## src/rtl/afd_pkg.sv

```systemverilog
package afd_pkg;
  localparam int BYTE_W  = 8;
  localparam int FIELD_W = 3;
  localparam int MOD_W   = 2;
  localparam int LEN_W   = 3;
  localparam int MUL_W   = 1 << MOD_W;

  localparam logic [MOD_W-1:0]   MD_REG     = 2'b11;
  localparam logic [MOD_W-1:0]   MD_NODISP  = 2'b00;
  localparam logic [MOD_W-1:0]   MD_D8      = 2'b01;
  localparam logic [FIELD_W-1:0] RM_ESC_SIB = 3'b100;
  localparam logic [FIELD_W-1:0] RM_ABS32   = 3'b101;
  localparam logic [FIELD_W-1:0] RM_ABS16   = 3'b110;
  localparam logic [FIELD_W-1:0] IDX_NONE   = 3'b100;
  localparam logic [FIELD_W-1:0] BS_STACK   = 3'b100;
  localparam logic [FIELD_W-1:0] BS_FRAME   = 3'b101;

  // displacement bytes, 16-bit map
  function automatic logic [LEN_W-1:0] len_narrow(logic [MOD_W-1:0] m, logic [FIELD_W-1:0] rm);
    case (m)
      2'b00:   len_narrow = (rm == RM_ABS16) ? 3'd2 : 3'd0;
      2'b01:   len_narrow = 3'd1;
      2'b10:   len_narrow = 3'd2;
      default: len_narrow = 3'd0;
    endcase
  endfunction

  // displacement bytes, 32-bit map without scaled-index byte
  function automatic logic [LEN_W-1:0] len_wide(logic [MOD_W-1:0] m, logic [FIELD_W-1:0] rm);
    case (m)
      2'b00:   len_wide = (rm == RM_ABS32) ? 3'd4 : 3'd0;
      2'b01:   len_wide = 3'd1;
      2'b10:   len_wide = 3'd4;
      default: len_wide = 3'd0;
    endcase
  endfunction

  // displacement bytes when a scaled-index byte is present
  function automatic logic [LEN_W-1:0] len_sib(logic [MOD_W-1:0] m, logic [FIELD_W-1:0] bs);
    case (m)
      2'b00:   len_sib = (bs == BS_FRAME) ? 3'd4 : 3'd0;
      2'b01:   len_sib = 3'd1;
      default: len_sib = 3'd4;
    endcase
  endfunction

  function automatic logic ss_narrow(logic [MOD_W-1:0] m, logic [FIELD_W-1:0] rm);
    if (m == MD_REG) ss_narrow = 1'b0;
    else if (rm == 3'b010 || rm == 3'b011) ss_narrow = 1'b1;
    else ss_narrow = (rm == RM_ABS16) && (m != MD_NODISP);
  endfunction

  function automatic logic ss_wide(logic [MOD_W-1:0] m, logic [FIELD_W-1:0] rm);
    ss_wide = (m != MD_REG) && (m != MD_NODISP) && (rm == RM_ABS32);
  endfunction

  function automatic logic ss_sib(logic [MOD_W-1:0] m, logic [FIELD_W-1:0] bs);
    ss_sib = (bs == BS_STACK) || ((bs == BS_FRAME) && (m != MD_NODISP));
  endfunction

  function automatic logic [MUL_W-1:0] scale_of(logic [MOD_W-1:0] s);
    scale_of = MUL_W'(1) << s;
  endfunction

  function automatic logic sext_of(logic [MOD_W-1:0] m);
    sext_of = (m == MD_D8);
  endfunction
endpackage

```

## src/rtl/afd_modrm_dec.sv

```systemverilog
module afd_modrm_dec
  import afd_pkg::*;
(
  input  logic [BYTE_W-1:0]  modrm,
  input  logic               wide,
  output logic [MOD_W-1:0]   md,
  output logic [FIELD_W-1:0] regop,
  output logic [FIELD_W-1:0] rm,
  output logic               reg_form,
  output logic               sib_req,
  output logic [LEN_W-1:0]   dlen,
  output logic               ss_def,
  output logic               sext
);
  assign md    = modrm[7:6];
  assign regop = modrm[5:3];
  assign rm    = modrm[2:0];

  always_comb begin
    reg_form = (md == MD_REG);
    sib_req  = wide && !reg_form && (rm == RM_ESC_SIB);
    sext     = sext_of(md);
    if (wide) begin
      dlen   = len_wide(md, rm);
      ss_def = ss_wide(md, rm);
    end else begin
      dlen   = len_narrow(md, rm);
      ss_def = ss_narrow(md, rm);
    end
  end
endmodule

```

## src/rtl/afd_sib_dec.sv

```systemverilog
module afd_sib_dec
  import afd_pkg::*;
(
  input  logic [BYTE_W-1:0]  sib,
  input  logic [MOD_W-1:0]   md,
  output logic [MOD_W-1:0]   sc,
  output logic [FIELD_W-1:0] idx,
  output logic [FIELD_W-1:0] bs,
  output logic [MUL_W-1:0]   mul,
  output logic [LEN_W-1:0]   dlen,
  output logic               ss_def,
  output logic               no_base,
  output logic               no_index
);
  assign sc  = sib[7:6];
  assign idx = sib[5:3];
  assign bs  = sib[2:0];

  always_comb begin
    mul      = scale_of(sc);
    dlen     = len_sib(md, bs);
    ss_def   = ss_sib(md, bs);
    no_base  = (md == MD_NODISP) && (bs == BS_FRAME);
    no_index = (idx == IDX_NONE);
  end
endmodule

```

## src/rtl/afd_ctrl.sv

```systemverilog
module afd_ctrl (
  input  logic clk,
  input  logic rst_n,
  input  logic modrm_valid,
  input  logic sib_valid,
  input  logic sib_req,
  output logic take_modrm,
  output logic take_sib,
  output logic pending,
  output logic done
);
  logic pend_q, done_q;

  assign take_modrm = modrm_valid && !pend_q;
  assign take_sib   = sib_valid && pend_q;

  always_ff @(posedge clk) begin
    if (!rst_n) begin
      pend_q <= 1'b0;
      done_q <= 1'b0;
    end else begin
      done_q <= (take_modrm && !sib_req) || take_sib;
      if (take_sib) pend_q <= 1'b0;
      else if (take_modrm && sib_req) pend_q <= 1'b1;
    end
  end

  assign pending = pend_q;
  assign done    = done_q;
endmodule

```

## src/rtl/addr_form_decoder.sv

```systemverilog
module addr_form_decoder
  import afd_pkg::*;
(
  input  logic        clk,
  input  logic        rst_n,
  input  logic        modrm_valid,
  input  logic [7:0]  modrm_byte,
  input  logic        addr32,
  input  logic        sib_valid,
  input  logic [7:0]  sib_byte,
  output logic        out_valid,
  output logic        sib_pending,
  output logic        is_reg,
  output logic        need_sib,
  output logic [1:0]  md_field,
  output logic [2:0]  regop_field,
  output logic [2:0]  rm_field,
  output logic [1:0]  sc_field,
  output logic [2:0]  idx_field,
  output logic [2:0]  bs_field,
  output logic [3:0]  scale_mul,
  output logic [2:0]  disp_len,
  output logic        disp_sext,
  output logic        seg_ss,
  output logic        base_absent,
  output logic        index_absent
);
  // modrm decode wires
  logic [MOD_W-1:0]   m_md;
  logic [FIELD_W-1:0] m_regop, m_rm;
  logic               m_reg, m_sib_req, m_ss, m_sext;
  logic [LEN_W-1:0]   m_dlen;
  // sib decode wires
  logic [MOD_W-1:0]   s_sc;
  logic [FIELD_W-1:0] s_idx, s_bs;
  logic [MUL_W-1:0]   s_mul;
  logic [LEN_W-1:0]   s_dlen;
  logic               s_ss, s_nobase, s_noidx;
  // control events
  logic take_modrm, take_sib, pending, done;

  // held state
  logic [MOD_W-1:0]   md_q;
  logic [FIELD_W-1:0] regop_q, rm_q, idx_q, bs_q;
  logic [MOD_W-1:0]   sc_q;
  logic [MUL_W-1:0]   mul_q;
  logic [LEN_W-1:0]   dlen_q;
  logic               reg_q, sib_q, ss_q, sext_q, nobase_q, noidx_q, wide_q;

  afd_modrm_dec u_mdec (
    .modrm(modrm_byte), .wide(addr32), .md(m_md), .regop(m_regop), .rm(m_rm),
    .reg_form(m_reg), .sib_req(m_sib_req), .dlen(m_dlen), .ss_def(m_ss), .sext(m_sext)
  );

  afd_sib_dec u_sdec (
    .sib(sib_byte), .md(md_q), .sc(s_sc), .idx(s_idx), .bs(s_bs), .mul(s_mul),
    .dlen(s_dlen), .ss_def(s_ss), .no_base(s_nobase), .no_index(s_noidx)
  );

  afd_ctrl u_ctrl (
    .clk(clk), .rst_n(rst_n), .modrm_valid(modrm_valid), .sib_valid(sib_valid),
    .sib_req(m_sib_req), .take_modrm(take_modrm), .take_sib(take_sib),
    .pending(pending), .done(done)
  );

  always_ff @(posedge clk) begin
    if (!rst_n) begin
      md_q     <= '0;
      regop_q  <= '0;
      rm_q     <= '0;
      sc_q     <= '0;
      idx_q    <= '0;
      bs_q     <= '0;
      mul_q    <= MUL_W'(1);
      dlen_q   <= '0;
      reg_q    <= 1'b0;
      sib_q    <= 1'b0;
      ss_q     <= 1'b0;
      sext_q   <= 1'b0;
      nobase_q <= 1'b0;
      noidx_q  <= 1'b0;
      wide_q   <= 1'b0;
    end else if (take_modrm) begin
      md_q     <= m_md;
      regop_q  <= m_regop;
      rm_q     <= m_rm;
      sc_q     <= '0;
      idx_q    <= '0;
      bs_q     <= '0;
      mul_q    <= MUL_W'(1);
      dlen_q   <= m_dlen;
      reg_q    <= m_reg;
      sib_q    <= m_sib_req;
      ss_q     <= m_ss;
      sext_q   <= m_sext;
      nobase_q <= 1'b0;
      noidx_q  <= 1'b0;
      wide_q   <= addr32;
    end else if (take_sib) begin
      sc_q     <= s_sc;
      idx_q    <= s_idx;
      bs_q     <= s_bs;
      mul_q    <= s_mul;
      dlen_q   <= s_dlen;
      ss_q     <= s_ss;
      nobase_q <= s_nobase;
      noidx_q  <= s_noidx;
    end
  end

  assign out_valid    = done;
  assign sib_pending  = pending;
  assign is_reg       = reg_q;
  assign need_sib     = sib_q;
  assign md_field     = md_q;
  assign regop_field  = regop_q;
  assign rm_field     = rm_q;
  assign sc_field     = sc_q;
  assign idx_field    = idx_q;
  assign bs_field     = bs_q;
  assign scale_mul    = mul_q;
  assign disp_len     = dlen_q;
  assign disp_sext    = sext_q;
  assign seg_ss       = ss_q;
  assign base_absent  = nobase_q;
  assign index_absent = noidx_q;
endmodule

```

## config.mk

```make
export PLATFORM = sky130hd
export DESIGN_NAME = addr_form_decoder
export DESIGN_NICKNAME = d
export VERILOG_FILES = /design/src/rtl/afd_pkg.sv /design/src/rtl/afd_modrm_dec.sv /design/src/rtl/afd_sib_dec.sv /design/src/rtl/afd_ctrl.sv /design/src/rtl/addr_form_decoder.sv
export SDC_FILE = /design/constraint.sdc
export NUM_CORES = 1
export LEC_CHECK = 0
export CAP_MARGIN = 20
export CORE_ASPECT_RATIO = 0.7
export CORE_MARGIN = 5
export CORE_UTILIZATION = 35
export CTS_BUF_LIST = sky130_fd_sc_hd__clkbuf_16
export CTS_CLUSTER_DIAMETER = 30
export DETAILED_ROUTE_END_ITERATION = 8
export PLACE_DENSITY_LB_ADDON = 0.25
export SLEW_MARGIN = 30
export SYNTH_ARGS = -nofsm -noshare
export SYNTH_HDL_FRONTEND = slang
export SYNTH_HIERARCHICAL = 1
export SYNTH_SLANG_ARGS = --single-unit
```

## constraint.sdc

```tcl
create_clock -name clk -period 1.2 [get_ports clk]
set_input_delay 0.18 -clock clk [delete_from_list [all_inputs] [get_ports clk]]
set_output_delay 0.18 -clock clk [all_outputs]
set_load 0.01 [all_outputs]
```

==> metrics.txt <==
# TYPE chip_impl_metric gauge
chip_impl_metric{name="worst-endpoint-required",unit="ns"} 1.36
chip_impl_metric{name="cts-buffers-inserted",unit=""} 5
chip_impl_metric{name="hold_viol",unit=""} 0
chip_impl_metric{name="clock_tree.buffer_depth",unit=""} 2
chip_impl_metric{name="synth_top_area_share",unit="%"} 39.0
chip_impl_metric{name="cap_violations",unit=""} 0
chip_impl_metric{name="ys_warn_count",unit=""} 6
chip_impl_metric{name="largest_register_ffs",unit=""} 4
chip_impl_metric{name="r2r.worst_path.cells",unit=""} 4
chip_impl_info{name="timing.setup.critical_path_class",value="reg -> reg"} 1
chip_impl_info{name="violations_in_the_final_reports",value="setup timing"} 1
chip_impl_info{name="critical_path.endpoint_type",value="register"} 1
chip_impl_metric{name="drt-pass1-iter-count",unit=""} 4
chip_impl_metric{name="drt_wl_total",unit="mm"} 3.43
chip_impl_metric{name="finalWorstPathRequiredPeriod",unit="ns"} 1.21
chip_impl_info{name="hold_class",value="in -> reg"} 1
chip_impl_info{name="yosysTopAreaCell",value="sky130_fd_sc_hd__dfxtp_1"} 1
chip_impl_metric{name="cellPowerDensity",unit="nW/µm²"} 1140
chip_impl_metric{name="final.setup.tns",unit="ns"} -0.00774
chip_impl_metric{name="drtAntennaViolNets",unit=""} 0
chip_impl_metric{name="placement_rows",unit=""} 20
chip_impl_metric{name="synth_nets",unit=""} 179
chip_impl_metric{name="layout.core_utilization",unit="%"} 51.7
chip_impl_metric{name="min_delay_path_depth",unit=""} 2
chip_impl_metric{name="gate_count_after_technology_mapping",unit=""} 155
chip_impl_metric{name="cts.sink_count",unit=""} 31
chip_impl_metric{name="p_leak",unit="µW"} 0.00105
chip_impl_info{name="synthFlopType",value="sky130_fd_sc_hd__dfxtp_1"} 1
chip_impl_metric{name="setup_violations",unit=""} 1
chip_impl_metric{name="drt_drc_violations_left",unit=""} 0
chip_impl_metric{name="wl_per_cell",unit="µm"} 13.1
chip_impl_info{name="min_delay_worst_endpoint",value="u_ctrl/pending$_SDFFE_PP0P_"} 1
chip_impl_metric{name="finish.instance_area",unit="µm²"} 2270
chip_impl_metric{name="portBuffers",unit=""} 51
chip_impl_metric{name="layout_worst_path_cycle_share",unit="%"} 101
chip_impl_metric{name="globalRoute.totalOverflow",unit=""} 0
chip_impl_info{name="run_status",value="complete, but fails checks"} 1
chip_impl_info{name="rsz0062_at_grt",value="yes"} 1
chip_impl_metric{name="netlist-cell-type-count",unit=""} 34
chip_impl_metric{name="cp_num_buf_inv",unit=""} 0
chip_impl_info{name="yosys-top-cells-area",value="sky130_fd_sc_hd__dfxtp_1, sky130_fd_sc_hd__mux2i_1, sky130_fd_sc_hd__buf_4"} 1
chip_impl_metric{name="design.die.area",unit="µm²"} 6020
chip_impl_metric{name="initial_antenna_violation_count",unit=""} 0
chip_impl_metric{name="die-height",unit="µm"} 66.4
chip_impl_info{name="clock-root-buffer",value="sky130_fd_sc_hd__clkbuf_16"} 1
chip_impl_metric{name="timing.clock.skew",unit="ns"} 0.00239
chip_impl_metric{name="path_clk_slew",unit="ns"} 0.05
chip_impl_metric{name="htreeDepth",unit=""} 2
chip_impl_metric{name="worstSkewPairLatency",unit="ns"} 0.27
chip_impl_metric{name="nets",unit=""} 230
chip_impl_metric{name="floorplan.core_area",unit="µm²"} 4380
chip_impl_metric{name="post_synth.cell_area_avg",unit="µm²"} 10.3
chip_impl_metric{name="drive_gt1_share",unit="%"} 19.8
chip_impl_metric{name="preCtsSetupSlack",unit="ns"} -0.460
chip_impl_metric{name="pnr_worst_setup_slack",unit="ns"} -0.00774
chip_impl_metric{name="drt-initial-drc-count",unit=""} 20
chip_impl_metric{name="synthArstFlopShare",unit="%"} 0
chip_impl_metric{name="maximum_number_of_pins_on_one_net_before_global_route_repair",unit=""} 18
chip_impl_metric{name="synth-edff-count",unit=""} 0
chip_impl_metric{name="drv_slew",unit=""} 0
chip_impl_metric{name="synth.ff_latch_count",unit=""} 31
chip_impl_metric{name="fp.dieW",unit="µm"} 90.6
chip_impl_info{name="critical_path.cell_chain",value="nand2b_4, o21ba_4, mux2_4, o211a_1"} 1
chip_impl_metric{name="pin_count",unit=""} 52
chip_impl_info{name="beginning_of_the_worst_hold_path",value="sib_valid"} 1
chip_impl_metric{name="worstPathMaxFanout",unit=""} 3
chip_impl_info{name="worst_r2r_endpoint",value="seg_ss$_SDFFE_PN0P_"} 1
chip_impl_metric{name="reg_to_reg_slack_setup",unit="ns"} -0.008
chip_impl_info{name="slowest_stage",value="sky130_fd_sc_hd__dfxtp_2"} 1
chip_impl_metric{name="grt_first_pass_wirelength",unit="mm"} 5.90
chip_impl_metric{name="route.vias.total",unit=""} 1201
chip_impl_metric{name="syn-cell-area",unit="µm²"} 1590
chip_impl_metric{name="initial_utilization",unit="%"} 36.3
chip_impl_metric{name="place.gp.congestion",unit=""} 0.760
chip_impl_metric{name="placed_area",unit="µm²"} 2130
chip_impl_info{name="crit_family",value="compound AO/OA/AOI/OAI gates"} 1
chip_impl_metric{name="post-cts-setup-buffer-count",unit=""} 0
chip_impl_metric{name="worst-endpoint-arrival",unit="ns"} 1.37
chip_impl_metric{name="grt.total_usage",unit="%"} 12.2
chip_impl_metric{name="hpwlAfterDp",unit="mm"} 2.70
chip_impl_metric{name="synth.yosys.seq_area_share",unit="%"} 39.0
chip_impl_metric{name="number_of_inserted_diodes",unit=""} 0
chip_impl_metric{name="area_growth_syn_to_layout",unit="%"} 42.4
chip_impl_metric{name="fmax",unit="MHz"} 828
chip_impl_metric{name="number_of_global_route_vias_before_repair",unit=""} 1248
chip_impl_metric{name="cts_hold_buf",unit=""} 0
chip_impl_metric{name="max_stage_delay",unit="ns"} 0.32
chip_impl_info{name="tritoncts",value="yes"} 1
chip_impl_metric{name="max-vdd-ir-drop",unit="mV"} 0.717
chip_impl_info{name="rr_startpoint",value="md_field[0]$_SDFFE_PN0P_"} 1
chip_impl_info{name="startpoint_type",value="register"} 1
chip_impl_metric{name="routed_via_density",unit=""} 4.58
==> per-stage QoR <==
step | power [µW] | instances | hold slack [ns]
2_1_floorplan | 1300 | 155 | 0.280
3_3_place_gp | 1460 | 253 | 0.473
3_5_place_dp | 1470 | 253 | 0.485
4_1_cts | 2630 | 262 | 0.269
5_1_grt | 2720 | 262 | 0.311
6_report | 2590 | 262 | 0.282
==> metal layers <==
layer | up-vias | part of all wire (%) | GRT usage, %
li1 | 608 | - | -
met1 | 554 | 44 | 14.2
met2 | 34 | 47 | 20.3
met3 | 5 | 8.4 | 5.80
met4 | 0 | 0.99 | 2.79
met5 | - | 0 | 0
==> worst max-delay path by stage <==
| stage | slack [ns] | to | start | cells after the start |
|---|---|---|---|---|
| 3_5_place_dp | -0.46 | u_ctrl/done$_SDFF_PN0_ | modrm_byte[6] | 5 |
| 2_1_floorplan | -0.03 | disp_len[0]$_SDFFE_PN0P_ | u_ctrl/pending$_SDFFE_PP0P_ | 4 |
| 6_report | -0.008 | seg_ss$_SDFFE_PN0P_ | md_field[0]$_SDFFE_PN0P_ | 4 |
| 5_1_grt | -0.05 | seg_ss$_SDFFE_PN0P_ | md_field[0]$_SDFFE_PN0P_ | 4 |
| 3_3_place_gp | -0.42 | u_ctrl/done$_SDFF_PN0_ | modrm_byte[6] | 5 |
| 4_1_cts | -0.02 | seg_ss$_SDFFE_PN0P_ | md_field[0]$_SDFFE_PN0P_ | 4 |
==> repair_timing <==
action                                  in CTS  in global routing
resized for setup                           43                  1
endpoints found under the setup margin      40                 17
hold endpoints to repair                     0                  0
cloned                                       1                  0
pin swaps                                    3                  1
==> layout make-up <==
class | instances | area (µm²)
multi-input cells | 98 | 818
flip-flops and latches | 31 | 627
clock buffers | 5 | 125
clock inverters | 3 | 15.0
well taps | 55 | 68.8
inverters | 3 | 11.3
repair buffers | 67 | 601
fillers | 414 | 2110
==> Yosys cell counts (2+ instances only) <==
cell type,number
sky130_fd_sc_hd__nand2b_1,6
sky130_fd_sc_hd__nand2b_4,3
sky130_fd_sc_hd__nand2_1,2
sky130_fd_sc_hd__buf_4,20
sky130_fd_sc_hd__nor2_1,14
sky130_fd_sc_hd__o21ai_0,2
sky130_fd_sc_hd__buf_2,3
sky130_fd_sc_hd__mux2i_1,24
sky130_fd_sc_hd__inv_1,2
sky130_fd_sc_hd__ha_1,3
sky130_fd_sc_hd__nor2b_1,14
sky130_fd_sc_hd__nor3b_1,3
sky130_fd_sc_hd__mux2_4,4
sky130_fd_sc_hd__dfxtp_1,31
sky130_fd_sc_hd__nand3b_1,2
sky130_fd_sc_hd__o211a_1,4
==> worst register-to-register path: cells and delay by family, from the launching register on <==
kind               cells  cell delay [ns]
AOI/OAI and AO/OA      2             0.39
DFF                    1             0.32
muxes                  1             0.25
and+or+nand+nor        1             0.14
==> power by group <==
group | switching, µW | internal [µW] | leakage, µW | total, µW
Combinational | 144 | 202 | 0.000722 | 346
Sequential | 18.4 | 1060 | 0.000254 | 1080
Clock | 413 | 754 | 0.0000733 | 1170
Total | 575 | 2020 | 0.00105 | 2590
==> cells in the final DEF, fill, tap and decap left out, drive strengths merged, types with 4 or more instances in the layout <==
cell / instances
nor2b: 14
nand2b: 9
mux2i: 24
dfxtp: 31
buf: 16
clkdlybuf4s50: 14
dlygate4sd2: 37
mux2: 4
o211a: 4
nor2: 14
clkbuf: 5
==> logic make-up after synthesis <==
group,count (synthesis),share of synthesized area [%]
compound gates,13,6.84
simple gates,52,20.9
fa+ha+maj,3,2.36
other cells,1,0.236
flops,31,39.0
mux,28,18.9
buf+inv,27,11.8
Power figures use the tool's default switching activity.
